### src/rtl/crc16_pkg.sv
package crc16_pkg;

    localparam int BUS_W  = 16;
    localparam int BYTE_W = 8;

    // operation decoded from one register access
    typedef enum logic [1:0] {
        OP_HOLD  = 2'd0,
        OP_CLEAR = 2'd1,
        OP_FOLD  = 2'd2
    } crc_op_e;

    // register selected by the address
    typedef enum logic [2:0] {
        SEL_CTRL = 3'd0,
        SEL_DIN  = 3'd1,
        SEL_CALC = 3'd2,
        SEL_RAW  = 3'd3,
        SEL_FIN  = 3'd4,
        SEL_NONE = 3'd5
    } reg_sel_e;

endpackage

### src/rtl/crc16_decode.sv
module crc16_decode
    import crc16_pkg::*;
#(
    parameter int ADDR_W = 4
) (
    input  logic              reg_wen,
    input  logic [ADDR_W-1:0] reg_addr,
    input  logic [BUS_W-1:0]  reg_wdata,
    output reg_sel_e          sel,
    output crc_op_e           op,
    output logic [BYTE_W-1:0] byte_in
);

    localparam logic [ADDR_W-1:0] A_CTRL = ADDR_W'(0);
    localparam logic [ADDR_W-1:0] A_DIN  = ADDR_W'(2);
    localparam logic [ADDR_W-1:0] A_CALC = ADDR_W'(4);
    localparam logic [ADDR_W-1:0] A_RAW  = ADDR_W'(6);
    localparam logic [ADDR_W-1:0] A_FIN  = ADDR_W'(8);
    localparam int                CLR_BIT = BUS_W - 1;

    logic unused_wdata_bits;
    assign unused_wdata_bits = ^reg_wdata[CLR_BIT-1:BYTE_W];

    assign byte_in = reg_wdata[BYTE_W-1:0];

    always_comb begin
        unique case (reg_addr)
            A_CTRL:  sel = SEL_CTRL;
            A_DIN:   sel = SEL_DIN;
            A_CALC:  sel = SEL_CALC;
            A_RAW:   sel = SEL_RAW;
            A_FIN:   sel = SEL_FIN;
            default: sel = SEL_NONE;
        endcase
    end

    always_comb begin
        op = OP_HOLD;
        if (reg_wen) begin
            unique case (sel)
                SEL_CTRL: op = reg_wdata[CLR_BIT] ? OP_CLEAR : OP_HOLD;
                SEL_DIN:  op = OP_FOLD;
                default:  op = OP_HOLD;
            endcase
        end
    end

endmodule

### src/rtl/crc16_fold.sv
module crc16_fold
    import crc16_pkg::*;
#(
    parameter int             CRC_W   = 16,
    parameter logic [CRC_W-1:0] POLY  = 16'h8408,
    parameter bit             REFLECT = 1'b1
) (
    input  logic [CRC_W-1:0]  state_in,
    input  logic [BYTE_W-1:0] byte_in,
    output logic [CRC_W-1:0]  state_out
);

    generate
        if (REFLECT) begin : g_lsb_first
            logic [CRC_W-1:0] acc;
            always_comb begin
                acc = state_in ^ {{(CRC_W-BYTE_W){1'b0}}, byte_in};
                for (int i = 0; i < BYTE_W; i++) begin
                    if (acc[0]) acc = (acc >> 1) ^ POLY;
                    else        acc = acc >> 1;
                end
                state_out = acc;
            end
        end else begin : g_msb_first
            logic [CRC_W-1:0] acc;
            always_comb begin
                acc = state_in ^ {byte_in, {(CRC_W-BYTE_W){1'b0}}};
                for (int i = 0; i < BYTE_W; i++) begin
                    if (acc[CRC_W-1]) acc = (acc << 1) ^ POLY;
                    else              acc = acc << 1;
                end
                state_out = acc;
            end
        end
    endgenerate

endmodule

### src/rtl/crc16_core.sv
module crc16_core
    import crc16_pkg::*;
#(
    parameter int               CRC_W   = 16,
    parameter int               CNT_W   = 12,
    parameter logic [CRC_W-1:0] POLY    = 16'h8408,
    parameter logic [CRC_W-1:0] PRESET  = 16'hFFFF,
    parameter bit               REFLECT = 1'b1
) (
    input  logic              clk,
    input  logic              rst_n,
    input  crc_op_e           op,
    input  logic [BYTE_W-1:0] byte_in,
    output logic [CRC_W-1:0]  crc_state,
    output logic [CNT_W-1:0]  byte_cnt
);

    localparam logic [CNT_W-1:0] CNT_ONE = CNT_W'(1);
    localparam logic [CNT_W-1:0] CNT_TOP = {CNT_W{1'b1}};

    logic [CRC_W-1:0] folded;

    crc16_fold #(
        .CRC_W   (CRC_W),
        .POLY    (POLY),
        .REFLECT (REFLECT)
    ) u_fold (
        .state_in  (crc_state),
        .byte_in   (byte_in),
        .state_out (folded)
    );

    always_ff @(posedge clk or negedge rst_n) begin
        if (!rst_n) begin
            crc_state <= PRESET;
            byte_cnt  <= '0;
        end else begin
            unique case (op)
                OP_CLEAR: begin
                    crc_state <= PRESET;
                    byte_cnt  <= '0;
                end
                OP_FOLD: begin
                    crc_state <= folded;
                    byte_cnt  <= byte_cnt + CNT_ONE;
                end
                default: begin
                    crc_state <= crc_state;
                    byte_cnt  <= byte_cnt;
                end
            endcase
        end
    end


    fold_count_chk: assert property (@(posedge clk) disable iff (!rst_n)
        (op == OP_FOLD) |=> (byte_cnt == $past(byte_cnt) + CNT_ONE));


    clear_state_chk: assert property (@(posedge clk) disable iff (!rst_n)
        (op == OP_CLEAR) |=> (crc_state == PRESET && byte_cnt == '0));


    hold_stable_chk: assert property (@(posedge clk) disable iff (!rst_n)
        (op == OP_HOLD) |=> ($stable(crc_state) && $stable(byte_cnt)));


    cnt_wrap_chk: assert property (@(posedge clk) disable iff (!rst_n)
        (op == OP_FOLD && byte_cnt == CNT_TOP) |=> (byte_cnt == '0));

endmodule

### src/rtl/crc16_byte_engine.sv
module crc16_byte_engine
    import crc16_pkg::*;
#(
    parameter int          ADDR_W     = 4,
    parameter int          CNT_W      = 12,
    parameter logic [15:0] POLY       = 16'h8408,
    parameter logic [15:0] PRESET     = 16'hFFFF,
    parameter bit          REFLECT    = 1'b1,
    parameter bit          INVERT_OUT = 1'b1
) (
    input  logic              clk,
    input  logic              rst_n,
    input  logic              reg_wen,
    input  logic [ADDR_W-1:0] reg_addr,
    input  logic [15:0]       reg_wdata,
    output logic [15:0]       reg_rdata
);

    localparam int          CRC_W    = BUS_W;
    localparam int          CTRL_HI  = BUS_W - CNT_W;
    localparam logic [CRC_W-1:0] OUT_MASK = INVERT_OUT ? {CRC_W{1'b1}} : '0;

    reg_sel_e          sel;
    crc_op_e           op;
    logic [BYTE_W-1:0] byte_in;
    logic [CRC_W-1:0]  crc_state;
    logic [CNT_W-1:0]  byte_cnt;
    logic [CRC_W-1:0]  crc_final;

    crc16_decode #(
        .ADDR_W (ADDR_W)
    ) u_decode (
        .reg_wen   (reg_wen),
        .reg_addr  (reg_addr),
        .reg_wdata (reg_wdata),
        .sel       (sel),
        .op        (op),
        .byte_in   (byte_in)
    );

    crc16_core #(
        .CRC_W   (CRC_W),
        .CNT_W   (CNT_W),
        .POLY    (POLY),
        .PRESET  (PRESET),
        .REFLECT (REFLECT)
    ) u_core (
        .clk       (clk),
        .rst_n     (rst_n),
        .op        (op),
        .byte_in   (byte_in),
        .crc_state (crc_state),
        .byte_cnt  (byte_cnt)
    );

    assign crc_final = crc_state ^ OUT_MASK;

    always_comb begin
        unique case (sel)
            SEL_CTRL: reg_rdata = {{CTRL_HI{1'b0}}, byte_cnt};
            SEL_CALC: reg_rdata = crc_state;
            SEL_RAW:  reg_rdata = crc_state;
            SEL_FIN:  reg_rdata = crc_final;
            default:  reg_rdata = '0;
        endcase
    end


    ctrl_high_zero_chk: assert property (@(posedge clk) disable iff (!rst_n)
        (reg_addr == ADDR_W'(0)) |-> (reg_rdata[BUS_W-1:CNT_W] == '0));


    read_before_write_chk: assert property (@(posedge clk) disable iff (!rst_n)
        (reg_wen && reg_addr == ADDR_W'(0) && reg_wdata[BUS_W-1] && byte_cnt != '0)
        |-> (reg_rdata != '0));

endmodule

### config.mk
export PLATFORM = sky130hd
export DESIGN_NAME = crc16_byte_engine
export DESIGN_NICKNAME = d
export VERILOG_FILES = /design/src/rtl/crc16_pkg.sv /design/src/rtl/crc16_decode.sv /design/src/rtl/crc16_fold.sv /design/src/rtl/crc16_core.sv /design/src/rtl/crc16_byte_engine.sv
export SDC_FILE = /design/constraint.sdc
export NUM_CORES = 1
export LEC_CHECK = 0
export CAP_MARGIN = 20
export CORE_AREA = 2 2 64 66
export CTS_CLUSTER_DIAMETER = 100
export DETAILED_ROUTE_END_ITERATION = 10
export DIE_AREA = 0 0 66 68
export PLACE_DENSITY = 0.77
export SYNTH_ARGS = -nofsm -noshare
export SYNTH_HDL_FRONTEND = slang
export SYNTH_SLANG_ARGS = --single-unit
export TNS_END_PERCENT = 30
### constraint.sdc
create_clock -name clk -period 2.7 [get_ports clk]
set_clock_uncertainty 0.15 [all_clocks]
set_input_delay 0.81 -clock clk [delete_from_list [all_inputs] [get_ports clk]]
set_output_delay 0.81 -clock clk [all_outputs]
set_load 0.02 [all_outputs]
# Word level (Yosys, flattened, before mapping)

Cells that the tools add are included.

Flip-flop bits (word level): 28
Input port bits: 23
Output and inout port bits: 16
Logic and storage cells: 42

$add $sub $neg: 1
Eq/ne operators: 10
Muxes and demuxes: 15
Bitwise gates (word level): 10
Reduce and logical (&&, ||, !) cells: 4

Operators with widths:

| cell                  | number |
|---|---|
| $mux 16               | 8 |
| $pmux 16 s3           | 1 |
| $pmux 16 s2           | 1 |
| $not 2->3             | 8 |
| $pmux 12 s2           | 1 |
| $not 16->16           | 1 |
| $xor 16x8->16         | 1 |
| $pmux 3 s5            | 1 |
| $add 12x1->12 const B | 1 |
| $eq 4x3->1 const B    | 2 |
| $eq 3x2->1 const B    | 2 |
| $eq 4x2->1 const B    | 1 |
| $eq 4x4->1 const B    | 1 |
| $logic_not 4->1       | 1 |
| $pmux 2 s2            | 1 |
| $eq 3x1->1 const B    | 1 |
| $eq 3x3->1 const B    | 1 |
| $logic_not 3->1       | 1 |
| $eq 2x1->1 const B    | 1 |
| $eq 2x2->1 const B    | 1 |
| $mux 2                | 1 |
| $reduce_bool 2->1     | 1 |
| $reduce_or 2->1       | 1 |
| $mux 1                | 1 |

# Depth between registers and ports, before layout

Gate-level depths: netlist of run 1.

Word-level depth: 18
Depth in mapped cells: 9
Depth with buffers taken out: 7

# By module

From an unflattened synthesis of run 1, not the netlist that was laid out.

Cell total of the unflattened synthesis: 230
Area total of the unflattened synthesis: 2227.1 um^2

By module, submodules not included:

| module            | instances | cells an instance | area an instance (um^2) | seq. area each (um^2) |
|---|---|---|---|---|
| crc16_core        | 1         | 137               | 1357.6                  | 720.7 |
| crc16_fold        | 1         | 25                | 380.4                   | 0.0 |
| crc16_byte_engine | 1         | 52                | 371.6                   | 0.0 |
| crc16_decode      | 1         | 16                | 117.6                   | 0.0 |

# Worst setup path before layout of run 1

No wires, ideal clock.

Path kind: in2out
Start point: input reg_addr[3]
End point: output reg_rdata[0]
Data arrival time: 1858 ps
Required time: 1740 ps
Setup slack: -118 ps
Stages on the path: 6
Buffers on the path: 3
Cell sequence: buf_2 -> nor2b_1 -> clkbuf_1 -> buf_2 -> a22oi_1 -> nor2_1

Cells in the longest elaborated chain, start to end: 5

Ends and longest elaborated chain:

| element                            | RTL line                | source |
|---|---|---|
| start: declaration                 | crc16_byte_engine.sv:14 | `input logic [ADDR_W-1:0] reg_addr,` |
| $eq 4x4->1 (tied with other cells) | crc16_decode.sv:27      | `unique case (reg_addr)` |
| $pmux 3 s5 *                       | crc16_decode.sv:27      |  |
| $eq 3x2->1                         | crc16_byte_engine.sv:59 | `unique case (sel)` |
| $reduce_or 2->1 (no source line)   | n/a                     |  |
| $pmux 16 s3 *                      | crc16_byte_engine.sv:59 |  |
| end: declaration                   | crc16_byte_engine.sv:16 | `output logic [15:0] reg_rdata` |

Mark *: on every way between the ends. The rest lies on a longest branch, timed or not.

# Worst setup path in the final report of run 1

Start point: input reg_addr[3]
End point: output reg_rdata[5]

Same word-level chain as after synthesis.

==> results of run 1 <==
-- state kept, by name (all words and copies together) (netlist names) --
name              flops
u_core.crc_state     16
u_core.byte_cnt      12
-- kinds of logic (layout without fill, tap and decap cells) --
logic type	count (synthesis)	count (layout)	synth area share, %
AOI/OAI and AO/OA	37	37	14.5
xor gates and xnor gates	31	31	17.1
adders and majority gates	2	2	1.35
buffers and inverters	25	74	5.27
DFF	28	28	38.9
muxes	16	16	8.72
and+or+nand+nor	52	52	14.1
-- worst max-delay path: stages --
cell and delay (ps):
buf_12 110, buf_12 130, buf_4 140, mux2i_1 150, a22oi_1 90, nor2_1 120
buf_4 160
-- area by class of cell --
class / instances / area [um2] / share of cell area (%)
inverters: 15 / 56.3 / 2.19
well taps: 50 / 62.6 / 2.44
flip-flops and latches: 28 / 721 / 28.1
repair buffers: 55 / 490 / 19.1
clock buffers: 4 / 66.3 / 2.58
multi-input cells: 138 / 1170 / 45.6
-- power by group --
part / switching, mW / total, mW / internal [mW]
Sequential: 0.0593 / 0.545 / 0.486
Clock: 0.132 / 0.293 / 0.161
Combinational: 0.203 / 0.422 / 0.219
Total: 0.395 / 1.26 / 0.866
-- synthesized netlist by cell type --
library cell  count
nor2_1           27
mux2i_1          15
nor3b_1           1
or3_1             1
a22oi_1          12
nor3_1            2
a2bb2oi_1        13
a21oi_1           5
dfstp_2          16
dfrtp_1          12
ha_1              2
a22o_1            1
inv_1            14
nand4_1           2
and2_1            1
mux2_2            1
buf_2             3
xnor2_2           5
clkbuf_1          7
clkinv_1          1
o22ai_1           1
nand3_1           3
xor2_2            1
nand4b_4          1
xor2_1            5
nand2_1           5
nor4_1            4
xnor2_1          20
nor2b_1           4
and4b_1           1
o21ai_0           5
-- what timing repair did --
item | CTS | global route
gates resized for setup | 98 | 23
hold endpoints to repair | 0 | 0
hold buffers | 0 | 0
setup endpoints to repair | 23 | 39
setup buffers | 5 | 1
gates cloned | 2 | 0
pin swaps | 6 | 7
-- layer usage --
metal | vias to the layer above | global-route usage [%]
met3 | 2 | 3.95
met4 | 0 | 3.83
met2 | 36 | 39.9
li1 | 759 | -
met1 | 795 | 30.8
met5 | - | 0
-- path summary, 6_finish.rpt --
check	start	end	slack, ps	cells past startpoint
setup / recovery	reg_addr[3]	reg_rdata[5]	30	7
hold / removal	u_core.crc_state[11]	u_core.crc_state[11]	370	2
setup reg to reg	u_core.crc_state[2]	u_core.crc_state[2]	1050	4
hold reg to reg	u_core.crc_state[11]	u_core.crc_state[11]	370	2
max in group asynchronous	rst_n	u_core.crc_state[11]	1330	2
min in group asynchronous	rst_n	u_core.byte_cnt[0]	760	2
-- per-stage QoR --
stage | cell area [um2] | util, % | std cells
after floorplan | 1880 | - | 191
after global placement | 2340 | 60.7 | 278
after detailed placement | 2340 | 60.7 | 278
after CTS | 2480 | 64.4 | 289
after global routing | 2570 | 66.6 | 290
final | 2570 | 66.6 | 290
==> metrics.yaml, run 1 <==
run_status:
  status: "finished, final reports clean"
global_route:
  grt_max_degree: 29
  grt_usage_pct: 23.0
  grt_antenna_before_repair: 0
  grt_pass1_wl_um: 7650
  grt_pass1_vias: 1490
  grt-ovfl-total: 0
place:
  gp_congestion: 0.847
  hpwl_um: 3240
  pre_cts_ws_ps: -874
  port_buffers: 31
worst_setup_path:
  required_ps: 1740
  worstPathArrival_ps: 1710
  worstSetupEndpointType: "primary output"
  critPathKind: "primary input to primary output"
  path_max_fanout: 8
  start_kind: "primary input"
timing:
  rsz0062_at_grt: "yes"
  fin_crit_sh_pct: 99.0
  fin_tns_setup_ps: 0
  slew_headroom_pct: 70.7
  finalCriticalPeriod_ps: 2670
  hold_violations: 0
  worst_slew_pin_slew_ps: 439
  max_freq_mhz: 374
  maxSlewViolCount: 0
  hold-worst-slack_ps: 368
  worst_slack_ps: 26.8
  setup_violations: 0
power:
  ir_drop_v: 0.000482
  powerDensity_nw_per_um2: 491
  power_mw: 1.26
  power.leakage_nw: 1.15
floorplanning:
  initial_core_util_pct: 48.0
  dieArea_um2: 4490
  die_w_um: 66
  ios: 39
  die_height_um: 68
  fp.coreArea_um2: 3860
  rows: 23
yosys:
  seq_area_frac_synth_pct: 38.9
  synth_top_area_share_pct: 22.7
  yosysWarnings: 0
  ys_ff_latch: 28
  synthCells: 191
  synth_area_um2: 1850
  avgSynthCellArea_um2: 9.70
  yosysTopAreaCell: "dfstp_2"
  syn-num-nets: 216
  ys_top_cells_by_area: "dfstp_2 (23%), dfrtp_1 (16%), xnor2_1 (9.5%)"
  synth_cell_types: 31
detailed_routing:
  top_layer: "met4"
  met3_length_um: 187
  ant_nets: 0
  first_iter_violations: 114
  vias_per_cell: 5.49
  via_count: 1592
  drc_errors: 0
  routed_wl_um: 4760
  met2WireLength_um: 2520
  met1Wirelength_um: 2030
  wl_per_cell_um: 16.4
  first_pass_iters: 4
layout:
  area_growth_pct: 38.6
  diodes: 0
  final_common_cell: "buf_4"
  most-common-layout-cells: "buf_4 (23), xnor2_1 (20), dfstp_2 (16)"
  drive_above_1_share_pct: 40.8
  fillers: 315
  layout.nets: 266
worst_hold_path:
  hold_class: "flop to flop"
clock_network:
  htreeDepth: 1
  cts_tree: "yes"
  cts_buffers: 3
  path_clk_slew_ps: 90
  root_buffer: "clkbuf_8"
  insertion_delay_ps: 280
  cts.path.max_buffers: 2
  cts_sinks: 28
job:
  maxCapViolations: 0
No activity file was read; power rests on OpenSTA's default activity.
==> run 2: changes to the inputs <==
--- a/config.mk
+++ b/config.mk
@@ -5,12 +5,14 @@
 export SDC_FILE = /design/constraint.sdc
 export NUM_CORES = 1
 export LEC_CHECK = 0
+export ABC_CLOCK_PERIOD_IN_PS = 2700
 export CAP_MARGIN = 20
 export CORE_AREA = 2 2 64 66
 export CTS_CLUSTER_DIAMETER = 100
 export DETAILED_ROUTE_END_ITERATION = 10
 export DIE_AREA = 0 0 66 68
 export PLACE_DENSITY = 0.77
+export SKIP_CTS_REPAIR_TIMING = 1
 export SYNTH_ARGS = -nofsm -noshare
 export SYNTH_HDL_FRONTEND = slang
 export SYNTH_SLANG_ARGS = --single-unit
==> metrics.yaml, run 2 (synthesis results as in run 1) <==
worst_setup_path:
  worstPathArrival_ps: 1700
  critPathSlowestCell: "mux2i_1"
  path_max_fanout: 4
  critPathKind: "primary input to primary output"
  crit_chain: "buf_8 -> clkbuf_16 -> mux2i_1 -> a22oi_1 -> nor2_2 -> buf_2"
  start_kind: "primary input"
  crit_family: "buffers and inverters"
  crit_buf_inv: 3
  worstSetupEndpointType: "primary output"
  required_ps: 1740
  cpPeakStageDelay_ps: 230
timing:
  fin_crit_sh_pct: 98.3
  maxSlewViolCount: 0
  fin_tns_setup_ps: 0
  slew_headroom_pct: 72.3
  worst_slew_pin_slew_ps: 414
  finalCriticalPeriod_ps: 2660
  hold_violations: 0
  worst_slack_ps: 44.7
  hold-worst-slack_ps: 366
  max_freq_mhz: 377
  setup_violations: 0
layout:
  most-common-layout-cells: "xnor2_1 (20), buf_4 (19), dfstp_2 (16), mux2i_1 (15), nor2_1 (15)"
  postLayoutCellArea_um2: 2550
  largest_reg_flops: 16
  top_register: "u_core.crc_state"
  area_growth_pct: 37.6
  largest_registers: "u_core.crc_state: 16 flops, u_core.byte_cnt: 12 flops"
  drive_above_1_share_pct: 38.8
  layout.nets: 266
  diodes: 0
  final_common_cell: "xnor2_1"
power:
  power_mw: 1.26
  powerDensity_nw_per_um2: 493
  p_comb_share_pct: 33.2
  power.leakage_nw: 1.16
  power.switching_uw: 393
  clkPwrFrac_pct: 23.3
  swShare_pct: 31.3
  pwr-share-seq_pct: 43.5
  p_int_uw: 864
  ir_drop_v: 0.000480
clock_network:
  cts_tree: "yes"
  insertion_delay_ps: 280
  root_buffer: "clkbuf_8"
  path_clk_slew_ps: 90
  cts.path.max_buffers: 2
  cts_sinks: 28
  cts_buffers: 3
  htreeDepth: 1
global_route:
  grt-ovfl-total: 0
  grt_usage_pct: 20.4
  grt_pass1_vias: 1390
  grt_max_degree: 29
  grt_antenna_before_repair: 0
  grt_pass1_wl_um: 6790
floorplanning:
  die_height_um: 68
  ios: 39
  initial_core_util_pct: 48.0
  die_w_um: 66
  fp.coreArea_um2: 3860
  rows: 23
  dieArea_um2: 4490
place:
  pre_cts_ws_ps: -874
  port_buffers: 31
  placed_area_um2: 2340
  hpwl_um: 3240
  gp_congestion: 0.847
worst_hold_path:
  hold_class: "flop to flop"
detailed_routing:
  drc_errors: 0
  routed_wl_um: 4810
  vias_per_cell: 5.50
  first_iter_violations: 96
  ant_nets: 0
  wl_per_cell_um: 16.6
  first_pass_iters: 4
  via_count: 1596
job:
  maxCapViolations: 0
run_status:
  status: "finished, final reports clean"
## run 2: power by group through the flow
stage          registers, mW  logic, mW  clock network (mW)
5_1_grt                0.552      0.454               0.322
3_5_place_dp           0.550      0.405                   0
4_1_cts                0.544      0.407               0.302
2_1_floorplan          0.533      0.289                   0
3_3_place_gp           0.548      0.401                   0
6_report               0.546      0.417               0.293
## run 2: worst min-delay path, stage by stage, from the launching register on
cell	delay (ps)
dfstp_2	400
inv_1	70
a21oi_1	60
## run 2: metal layers
layer / track usage (%) / vias up / wire, um
met3: 4.28 / 6 / 203
met5: 0 / - / 0
met2: 35.6 / 37 / 2530
li1: - / 757 / -
met4: 4.59 / 0 / 42
met1: 26.4 / 796 / 2030
## run 2: layout make-up
class	count	area, um2
Fill cell	316	1310
Multi-Input combinational cell	138	1150
Sequential cell	28	721
Timing Repair Buffer	55	490
Clock buffer	4	66.3
Tap cell	50	62.6
Inverter	15	56.3
## run 2: worst paths after layout
path	from	end	slack (ps)	depth (start not counted)
worst max-delay path	reg_addr[3]	reg_rdata[10]	40	6
worst max register to register	u_core.crc_state[2]	u_core.crc_state[2]	1050	4
min in group asynchronous	rst_n	u_core.byte_cnt[0]	750	2
max in group asynchronous	rst_n	u_core.crc_state[11]	1330	2
worst min-delay path	u_core.crc_state[11]	u_core.crc_state[11]	370	2
worst min register to register	u_core.crc_state[11]	u_core.crc_state[11]	370	2
## run 2: stage by stage
stage                     std cells  utilization, %
after floorplan                 191               -
after global placement          278            60.7
after detailed placement        278            60.7
after CTS                       282            62.4
after global routing            290            66.1
final                           290            66.1
